## config.mk

```make
export PLATFORM = sky130hd
export DESIGN_NAME = alu16_flags
export DESIGN_NICKNAME = d
export VERILOG_FILES = /design/src/rtl/alu16_pkg.sv /design/src/rtl/alu16_arith.sv /design/src/rtl/alu16_logic.sv /design/src/rtl/alu16_shift.sv /design/src/rtl/alu16_flags.sv
export SDC_FILE = /design/constraint.sdc
export NUM_CORES = 1
export LEC_CHECK = 0
export CORE_ASPECT_RATIO = 1.4
export CORE_UTILIZATION = 50
export CTS_CLUSTER_DIAMETER = 200
export DETAILED_ROUTE_END_ITERATION = 10
export PLACE_DENSITY = 0.84
export SYNTH_ARGS = -nofsm -noshare
export SYNTH_HDL_FRONTEND = slang
export SYNTH_SLANG_ARGS = --single-unit
```

## constraint.sdc

```tcl
create_clock -name clk -period 15.2 [get_ports clk]
set_input_delay 1.52 -clock clk [delete_from_list [all_inputs] [get_ports clk]]
set_output_delay 1.52 -clock clk [all_outputs]
set_load 0.005 [all_outputs]
```

## src/rtl/alu16_pkg.sv

```systemverilog
package alu16_pkg;

  typedef enum logic [3:0] {
    OP_ADD = 4'd0,
    OP_ADC = 4'd1,
    OP_AND = 4'd2,
    OP_OR  = 4'd3,
    OP_XOR = 4'd4,
    OP_SHL = 4'd5,
    OP_SHR = 4'd6,
    OP_ASR = 4'd7,
    OP_NEG = 4'd8,
    OP_NOT = 4'd9,
    OP_CMP = 4'd10
  } alu_op_e;

  typedef struct packed {
    logic c;
    logic n;
    logic z;
  } alu_flags_t;

  typedef enum logic [1:0] {
    FCLS_ARITH = 2'd0,
    FCLS_LOGIC = 2'd1,
    FCLS_SHIFT = 2'd2,
    FCLS_NONE  = 2'd3
  } flag_class_e;

  function automatic flag_class_e op_class(input logic [3:0] op);
    case (op)
      OP_ADD, OP_ADC, OP_NEG, OP_CMP:  return FCLS_ARITH;
      OP_AND, OP_OR, OP_XOR, OP_NOT:   return FCLS_LOGIC;
      OP_SHL, OP_SHR, OP_ASR:          return FCLS_SHIFT;
      default:                         return FCLS_NONE;
    endcase
  endfunction

endpackage

```

## src/rtl/alu16_arith.sv

```systemverilog
module alu16_arith
  import alu16_pkg::*;
#(
  parameter int WIDTH = 16
) (
  input  logic [3:0]       op,
  input  logic [WIDTH-1:0] a,
  input  logic [WIDTH-1:0] b,
  input  logic [WIDTH-1:0] d,
  input  logic             cin,
  output logic [WIDTH-1:0] sum,
  output logic             cout
);

  localparam int EW = WIDTH + 1;

  logic [EW-1:0] lhs;
  logic [EW-1:0] rhs;
  logic [EW-1:0] inc;
  logic [EW-1:0] total;

  // One adder shared by add, add-with-carry, negate and compare
  always_comb begin
    lhs = '0;
    rhs = '0;
    inc = '0;
    case (op)
      OP_ADD: begin
        lhs = {1'b0, a};
        rhs = {1'b0, b};
      end
      OP_ADC: begin
        lhs = {1'b0, a};
        rhs = {1'b0, b};
        inc = {{WIDTH{1'b0}}, cin};
      end
      OP_NEG: begin
        rhs = {1'b0, ~a};
        inc = {{WIDTH{1'b0}}, 1'b1};
      end
      OP_CMP: begin
        lhs = {1'b0, d};
        rhs = {1'b0, ~a};
        inc = {{WIDTH{1'b0}}, 1'b1};
      end
      default: begin
        lhs = '0;
      end
    endcase
    total = lhs + rhs + inc;
    sum   = total[WIDTH-1:0];
    cout  = total[WIDTH];
  end

endmodule

```

## src/rtl/alu16_logic.sv

```systemverilog
module alu16_logic
  import alu16_pkg::*;
#(
  parameter int WIDTH = 16
) (
  input  logic [3:0]       op,
  input  logic [WIDTH-1:0] a,
  input  logic [WIDTH-1:0] b,
  output logic [WIDTH-1:0] y
);

  always_comb begin
    case (op)
      OP_AND:  y = a & b;
      OP_OR:   y = a | b;
      OP_XOR:  y = a ^ b;
      OP_NOT:  y = ~a;
      default: y = '0;
    endcase
  end

endmodule

```

## src/rtl/alu16_shift.sv

```systemverilog
module alu16_shift
  import alu16_pkg::*;
#(
  parameter int WIDTH = 16
) (
  input  logic [3:0]       op,
  input  logic [WIDTH-1:0] a,
  input  logic [WIDTH-1:0] b,
  input  logic             cin,
  output logic [WIDTH-1:0] y,
  output logic             cout
);

  // Amounts above WIDTH+1 behave like WIDTH+1, so the count can saturate
  localparam int SAT = WIDTH + 1;
  localparam int AW  = $clog2(SAT + 1);

  logic [AW-1:0]       amt;
  logic                amt_zero;
  logic [WIDTH:0]      left_w;
  logic [WIDTH:0]      right_w;
  logic signed [WIDTH:0] arith_w;

  always_comb begin
    if (b > WIDTH'(SAT)) amt = AW'(SAT);
    else                 amt = b[AW-1:0];
  end

  assign amt_zero = (b == '0);

  // A guard bit beside the word catches the last bit that leaves it
  assign left_w  = {1'b0, a} << amt;
  assign right_w = {a, 1'b0} >> amt;
  assign arith_w = $signed({a, 1'b0}) >>> amt;

  always_comb begin
    y    = a;
    cout = cin;
    if (!amt_zero) begin
      case (op)
        OP_SHL: begin
          y    = left_w[WIDTH-1:0];
          cout = left_w[WIDTH];
        end
        OP_SHR: begin
          y    = right_w[WIDTH:1];
          cout = right_w[0];
        end
        OP_ASR: begin
          y    = arith_w[WIDTH:1];
          cout = arith_w[0];
        end
        default: begin
          y    = a;
          cout = cin;
        end
      endcase
    end
  end

endmodule

```

## src/rtl/alu16_flags.sv

```systemverilog
module alu16_flags
  import alu16_pkg::*;
#(
  parameter int WIDTH = 16
) (
  input  logic             clk,
  input  logic             rst,
  input  logic [3:0]       op_sel,
  input  logic [WIDTH-1:0] opnd_a,
  input  logic [WIDTH-1:0] opnd_b,
  input  logic [WIDTH-1:0] opnd_d,
  input  logic             flag_we,
  output logic [WIDTH-1:0] res_q,
  output logic             res_wr,
  output logic             flag_c,
  output logic             flag_n,
  output logic             flag_z
);

  alu_flags_t  flags_q;
  alu_flags_t  flags_nx;
  flag_class_e fcls;

  logic [WIDTH-1:0] arith_y;
  logic [WIDTH-1:0] logic_y;
  logic [WIDTH-1:0] shift_y;
  logic             arith_c;
  logic             shift_c;
  logic [WIDTH-1:0] res_nx;
  logic             wr_nx;

  alu16_arith #(.WIDTH(WIDTH)) u_arith (
    .op   (op_sel),
    .a    (opnd_a),
    .b    (opnd_b),
    .d    (opnd_d),
    .cin  (flags_q.c),
    .sum  (arith_y),
    .cout (arith_c)
  );

  alu16_logic #(.WIDTH(WIDTH)) u_logic (
    .op (op_sel),
    .a  (opnd_a),
    .b  (opnd_b),
    .y  (logic_y)
  );

  alu16_shift #(.WIDTH(WIDTH)) u_shift (
    .op   (op_sel),
    .a    (opnd_a),
    .b    (opnd_b),
    .cin  (flags_q.c),
    .y    (shift_y),
    .cout (shift_c)
  );

  assign fcls = op_class(op_sel);

  always_comb begin
    res_nx   = '0;
    wr_nx    = 1'b0;
    flags_nx = flags_q;
    case (fcls)
      FCLS_ARITH: begin
        res_nx = arith_y;
        wr_nx  = (op_sel != OP_CMP);
        flags_nx.c = arith_c;
      end
      FCLS_LOGIC: begin
        res_nx = logic_y;
        wr_nx  = 1'b1;
      end
      FCLS_SHIFT: begin
        res_nx = shift_y;
        wr_nx  = 1'b1;
        flags_nx.c = shift_c;
      end
      default: begin
        res_nx = '0;
        wr_nx  = 1'b0;
      end
    endcase
    if (fcls != FCLS_NONE) begin
      flags_nx.n = res_nx[WIDTH-1];
      flags_nx.z = (res_nx == '0);
    end
  end

  always_ff @(posedge clk) begin
    if (rst) begin
      res_q   <= '0;
      res_wr  <= 1'b0;
      flags_q <= '0;
    end else begin
      res_q  <= res_nx;
      res_wr <= wr_nx;
      if (flag_we) flags_q <= flags_nx;
    end
  end

  assign flag_c = flags_q.c;
  assign flag_n = flags_q.n;
  assign flag_z = flags_q.z;

  AST_RESET_CLEAR: assert property (@(posedge clk) rst |=> (flags_q == '0 && !res_wr && res_q == '0));
  AST_FLAG_HOLD: assert property (@(posedge clk) disable iff (rst) !flag_we |=> $stable(flags_q));
  AST_ADD_ZERO_FLAG: assert property (@(posedge clk) disable iff (rst) (flag_we && op_sel == OP_ADD) |=> (flag_z == (res_q == '0) && flag_n == res_q[WIDTH-1]));
  AST_LOGIC_KEEP_C: assert property (@(posedge clk) disable iff (rst) (flag_we && fcls == FCLS_LOGIC) |=> (flag_c == $past(flag_c)));
  AST_SHIFT_ZERO: assert property (@(posedge clk) disable iff (rst) (fcls == FCLS_SHIFT && opnd_b == '0) |=> (res_q == $past(opnd_a) && flag_c == $past(flag_c)));
  AST_NEG_CARRY: assert property (@(posedge clk) disable iff (rst) (flag_we && op_sel == OP_NEG) |=> (flag_c == ($past(opnd_a) == '0)));
  AST_CMP_NO_WRITE: assert property (@(posedge clk) disable iff (rst) (op_sel == OP_CMP) |=> !res_wr);
  AST_RESERVED_QUIET: assert property (@(posedge clk) disable iff (rst) (op_sel > OP_CMP) |=> (!res_wr && res_q == '0 && flags_q == $past(flags_q)));

endmodule

```

---- Yosys cells after proc, flatten, opt, wreduce, memory -nomap -nowiden ----
Memory sizes are Yosys's and may differ from the RTL's.
Index checks and enable logic that the tools add are counted.
storage, ports and cells
  register bits ........................... 20
  bits in read-only memories .............. 32
  bits of input ports ..................... 55
  output and inout bits ................... 20
  logic and storage cells ................. 54
  memories ................................ 1
memory list
  memory            words  width  read ports  clocked after memory_dff  wr ports  line             RTL
  (name not given)  16     2      1           0                         0         alu16_pkg.sv:31  case (op)
cells by class
  $add $sub $neg .......................... 2
  $lt $le $gt $ge ......................... 1
  equality and inequality tests ........... 16
  shift-type cells ........................ 3
  mux-type cells .......................... 12
  bitwise logic cells ..................... 4
  reduce and logical (&&, ||, !) cells .... 10
operators with widths
  cell                 number
  $pmux 16 s3          2
  $pmux 16 s2          2
  $pmux 16 s4          1
  $logic_not 16->1     2
  $add 16x16->17       1
  $add 17x1->17        1
  $shl 16x5->17        1
  $shr 17x5->17        1
  $sshr 17x5->17       1
  $and 16x16->16       1
  $eq 4x3->1 const B   4
  $gt 16x5->1 const B  1
  $mux 16              1
  $not 16->16          1
  $or 16x16->16        1
  $xor 16x16->16       1
  $eq 4x4->1 const B   3
  $eq 4x2->1 const B   2
  $pmux 1 s2           3
  $reduce_or 2->1      3
  $mux 5               1
  $eq 4x1->1 const B   1
  $logic_not 4->1      1
  $ne 2x2->1 const B   2
  other kinds (10)     10

---- Longest topological paths before layout ----
  depth in word-level cells ............... 7
  gate-level depth with buffers ........... 20
  gate-level depth less buffers ........... 17

---- Modules after synthesis ----
From an unflattened synthesis, not the netlist that was laid out.
unflattened totals
  cells, all modules ...................... 741
  area, all modules ....................... 5322.6 um2
modules (own cells, without submodules)
  module       instances  cells each  area each (um2)  seq. area each (um2)
  alu16_shift  1          348         2245.9           0.0
  alu16_arith  1          160         1136.1           0.0
  alu16_logic  1          138         1008.5           0.0
  alu16_flags  1          95          932.1            400.4

---- Least setup slack after synthesis ----
No wires, ideal clock.
  kind .................................... input -> register
  start ................................... in op_sel[0]
  end ..................................... reg flags_q (netlist bit flag_z)
  setup time .............................. 0.096 ns
  data arrival time ....................... 5.694 ns
  required time ........................... 15.104 ns
  setup slack ............................. 9.410 ns
  stages on the path ...................... 19
  buffers on the path ..................... 4
  cell sequence ........................... clkbuf_1 > clkbuf_1 > nand2b_1 > or2_2 > clkbuf_1 > nor2_1 > clkbuf_1 > a22o_1 > ha_1 > o21ai_0 > nor2_1 > a41o_1 > or3_1 > a31oi_1 > nand3_1 > or4_1 > a2111oi_2 > nand4_1 > o41ai_2
between the ends
  word-level cells in the longest chain between the ends .. 7
  elaborated cells between the ends (all ways) .. 29
  classes of those cells .................. add/sub: 2; eq/ne: 13; mux: 7; reduce/logical: 6; memory: 1
ends and longest elaborated chain
  item                                      line               RTL
  start, declared                           alu16_flags.sv:8   input logic [3:0] op_sel,
  $eq 4x1->1, or another cell as far along  alu16_arith.sv:27  case (op)
  $reduce_or 2->1 (no line)                 -
  $pmux 16 s2                               alu16_arith.sv:27
  $add 16x16->17                            alu16_arith.sv:50  total = lhs + rhs + inc;
  $add 17x1->17                             alu16_arith.sv:50
  $pmux 16 s3                               alu16_flags.sv:64  case (fcls)
  $logic_not 16->1                          alu16_flags.sv:86  flags_nx.z = (res_nx == '0);
  end signal, assigned                      alu16_flags.sv:98  if (flag_we) flags_q <= flags_nx;
  end, declared                             alu16_flags.sv:20  alu_flags_t flags_q;
Several ways; a longest one is shown, not always the timed one.
A chain may end at the register's enable or synchronous reset.

---- Final worst setup path ----
Ends and elaborated chain as after synthesis.

==> impl_metrics.ini <==
[power]
p_leak_nw = 2.476
powerDensity_nw_per_um2 = 41.35
p_total_mw = 0.2564
ir_drop_mv = 0.04336

[route]
wire_per_inst_um = 25.39
routed_via_density = 7.290
dr_total_vias = 6816
route.detailed.drc = 0
wirelength_mm = 23.74
first_pass_iters = 6
ant_nets = 0
drt_iter0_drc = 1140

[setup_path]
critPathSlowestCell = nor2_1
worstPathRequired_ns = 15.36
path_buf_inv = 2
critical_path_class = input port to flop
arrival_ns = 7.29
cp_cell_sequence = clkdlybuf4s50_1 > nand2b_1 > or2_2 > nor2_1 > a22oi_1 > inv_1 > ha_1 > a211oi_1 > o21ai_0 > a41o_1 > or3_1 > a31oi_1 > nand3_1 > or4_1 > a2111oi_2 > nand4_1 > o41ai_2
crit_fanout = 18
cp_slowest_stage_delay_ns = 0.85
cp_top_family = simple AND/OR/NAND/NOR gates
cp-start-kind = input port
cp-end-kind = flop

[placement]
place_inst = 931
gp_congestion = 1.074
preCtsSetupSlack_ns = 7.864
place_hpwl_mm = 17.21
io_buffers = 74

[layout]
final_core_util = 0.5993
fillers = 1013
drive_gt1_frac = 0.05772
layout.nets = 907
diodes = 0
finalNonFillerCells = 935
area_delta_synth_final_pct = 16.47

[clocking]
clk_path_buf_depth = 2
clock-root-buffer = clkbuf_16
htree_levels = 1
cts_tree = built
clock-sinks = 20
clk_pin_slew_ns = 0.06
holdBufCountCts = 0
clock_latency_ns = 0.25
post-cts-setup-buffers = 0
cts.repair.resized = 0
cts_made_buffers = 3

[die]
chipWidth_um = 89.22
die_h_um = 124.1
initial_core_util = 0.5145
die-area_um2 = 11070
core_area_um2 = 10350
rows = 44
ios = 75

[global_route]
grt_pass1_vias = 6261
grt_max_degree = 37
grt_pass1_wl_mm = 35.85
overflow = 0
grtUsageTotal = 0.4362
antenna_found_initial = 0

[synthesis]
syn_area_um2 = 5325
yosysSeqAreaShare = 0.07519
yosysUniqueCellTypes = 74
syn_inst = 772
yosys_register_bits = 20
synth_most_common_cell = nand2_1
async_flop_share = 0
ys_dominant_reg_cell = dfxtp_1
synth_warnings = 0
yosysTopAreaCell = ha_1
synth_edf_count = 0
synth_area_per_cell_um2 = 6.898
netlist_top_cells_area = ha_1 (12%), dfxtp_1 (7.5%), mux2i_1 (7.3%)
synthTopCellsByCount = nand2_1 (91), a21oi_1 (62), ha_1 (52)
synth_top_area_share = 0.1222
synth_fp_nets = 881

[sta]
rsz0062_at_grt = false
setup_slack_ns = 8.070
skew_ns = 0.005510
period_needed_ns = 7.130
finalHoldViolations = 0
worstMarginPinSlew_ns = 1.066
final-max-slew-violation-count = 0
setup_viol = 0
fmax_mhz = 140.2
finalCritPeriodShare = 0.4691
finalSetupTns_ns = 0
slew_headroom = 0.2866

[status]
status = finished clean

[job]
maxCapViolCount = 0

[min_path]
min_path_type = flop to flop
power by group:
part,total [mW],internal [mW],switching [mW]
clock network,0.0706,0.0522,0.0185
logic,0.130,0.0493,0.0805
registers,0.0559,0.0549,0.00102
registers in the layout (all words and copies together), names as in the netlist:
name and cells:
res_q 16, res_wr 1, flag_n 1, flag_z 1, flag_c 1
area by class of cell:
| class | instances | area, um^2 | share of cell area |
|---|---|---|---|
| Clock buffer | 3 | 75.07 | 0.01210 |
| Clock inverter | 1 | 30.03 | 0.004842 |
| Inverter | 43 | 161.4 | 0.02602 |
| Multi-Input combinational cell | 639 | 4494 | 0.7246 |
| Sequential cell | 20 | 400.4 | 0.06456 |
| Tap cell | 138 | 172.7 | 0.02784 |
| Timing Repair Buffer | 91 | 868.3 | 0.1400 |
logic make-up (layout without fill, tap and decap cells):
group	count (synthesis)	after routing	share of synthesized area
AOI/OAI and AO/OA	267	267	0.3412
xor gates and xnor gates	10	10	0.01645
adders and majority gates	54	54	0.1297
buffers and inverters	113	138	0.08600
DFF	20	20	0.07519
muxes	44	44	0.09093
and+or+nand+nor	264	264	0.2606
final timing paths:
path / slack, ns / depth (start not counted) / from / end
max reg2reg: 11.16 / 15 / flag_c / flag_z
min reg2reg: 0.48 / 2 / flag_n / flag_n
min: 0.48 / 2 / flag_n / flag_n
max: 8.07 / 17 / op_sel[0] / flag_z
through the flow:
step | hold WS, ns | area, um^2
floorplan | 0.4422 | 5325
global placement | 0.4457 | 6097
detailed placement | 0.4530 | 6097
CTS | 0.4873 | 6202
global route | 0.5163 | 6202
finish | 0.4830 | 6202
layer usage:
metal | track usage | up-vias | wire length (um)
met5 | 0 | - | 0
li1 | - | 2958 | -
met1 | 0.5254 | 3130 | 8319
met3 | 0.1014 | 164 | 2843
met4 | 0.2788 | 0 | 1895
met2 | 0.6885 | 564 | 10680
worst register-to-register path: stages (launching register included):
cell and delay [ns]:
dfxtp_1 0.34, nand4_1 0.08, a21oi_1 0.10, fa_1 0.42, inv_1 0.09, fa_1 0.21
nor2b_1 0.07, o31a_1 0.27, or4_1 0.45, a41o_1 0.28, o41ai_1 0.42, o21ai_0 0.21
xor2_1 0.18, nand2_1 0.10, o311ai_0 0.34, o41ai_2 0.39
placed cells by master (no fill, tap or decap), types with 21 or more instances in the layout:
| cell type | Yosys | layout |
|---|---|---|
| nand2_1 | 91 | 91 |
| nand3_1 | 21 | 21 |
| clkdlybuf4s50_1 | 0 | 74 |
| ha_1 | 52 | 52 |
| inv_1 | 41 | 41 |
| mux2i_1 | 39 | 39 |
| o21ai_0 | 48 | 48 |
| nor3_1 | 26 | 24 |
| nor2_1 | 46 | 46 |
| a21oi_1 | 62 | 62 |
Note: power is estimated with default switching activity, not from simulation.
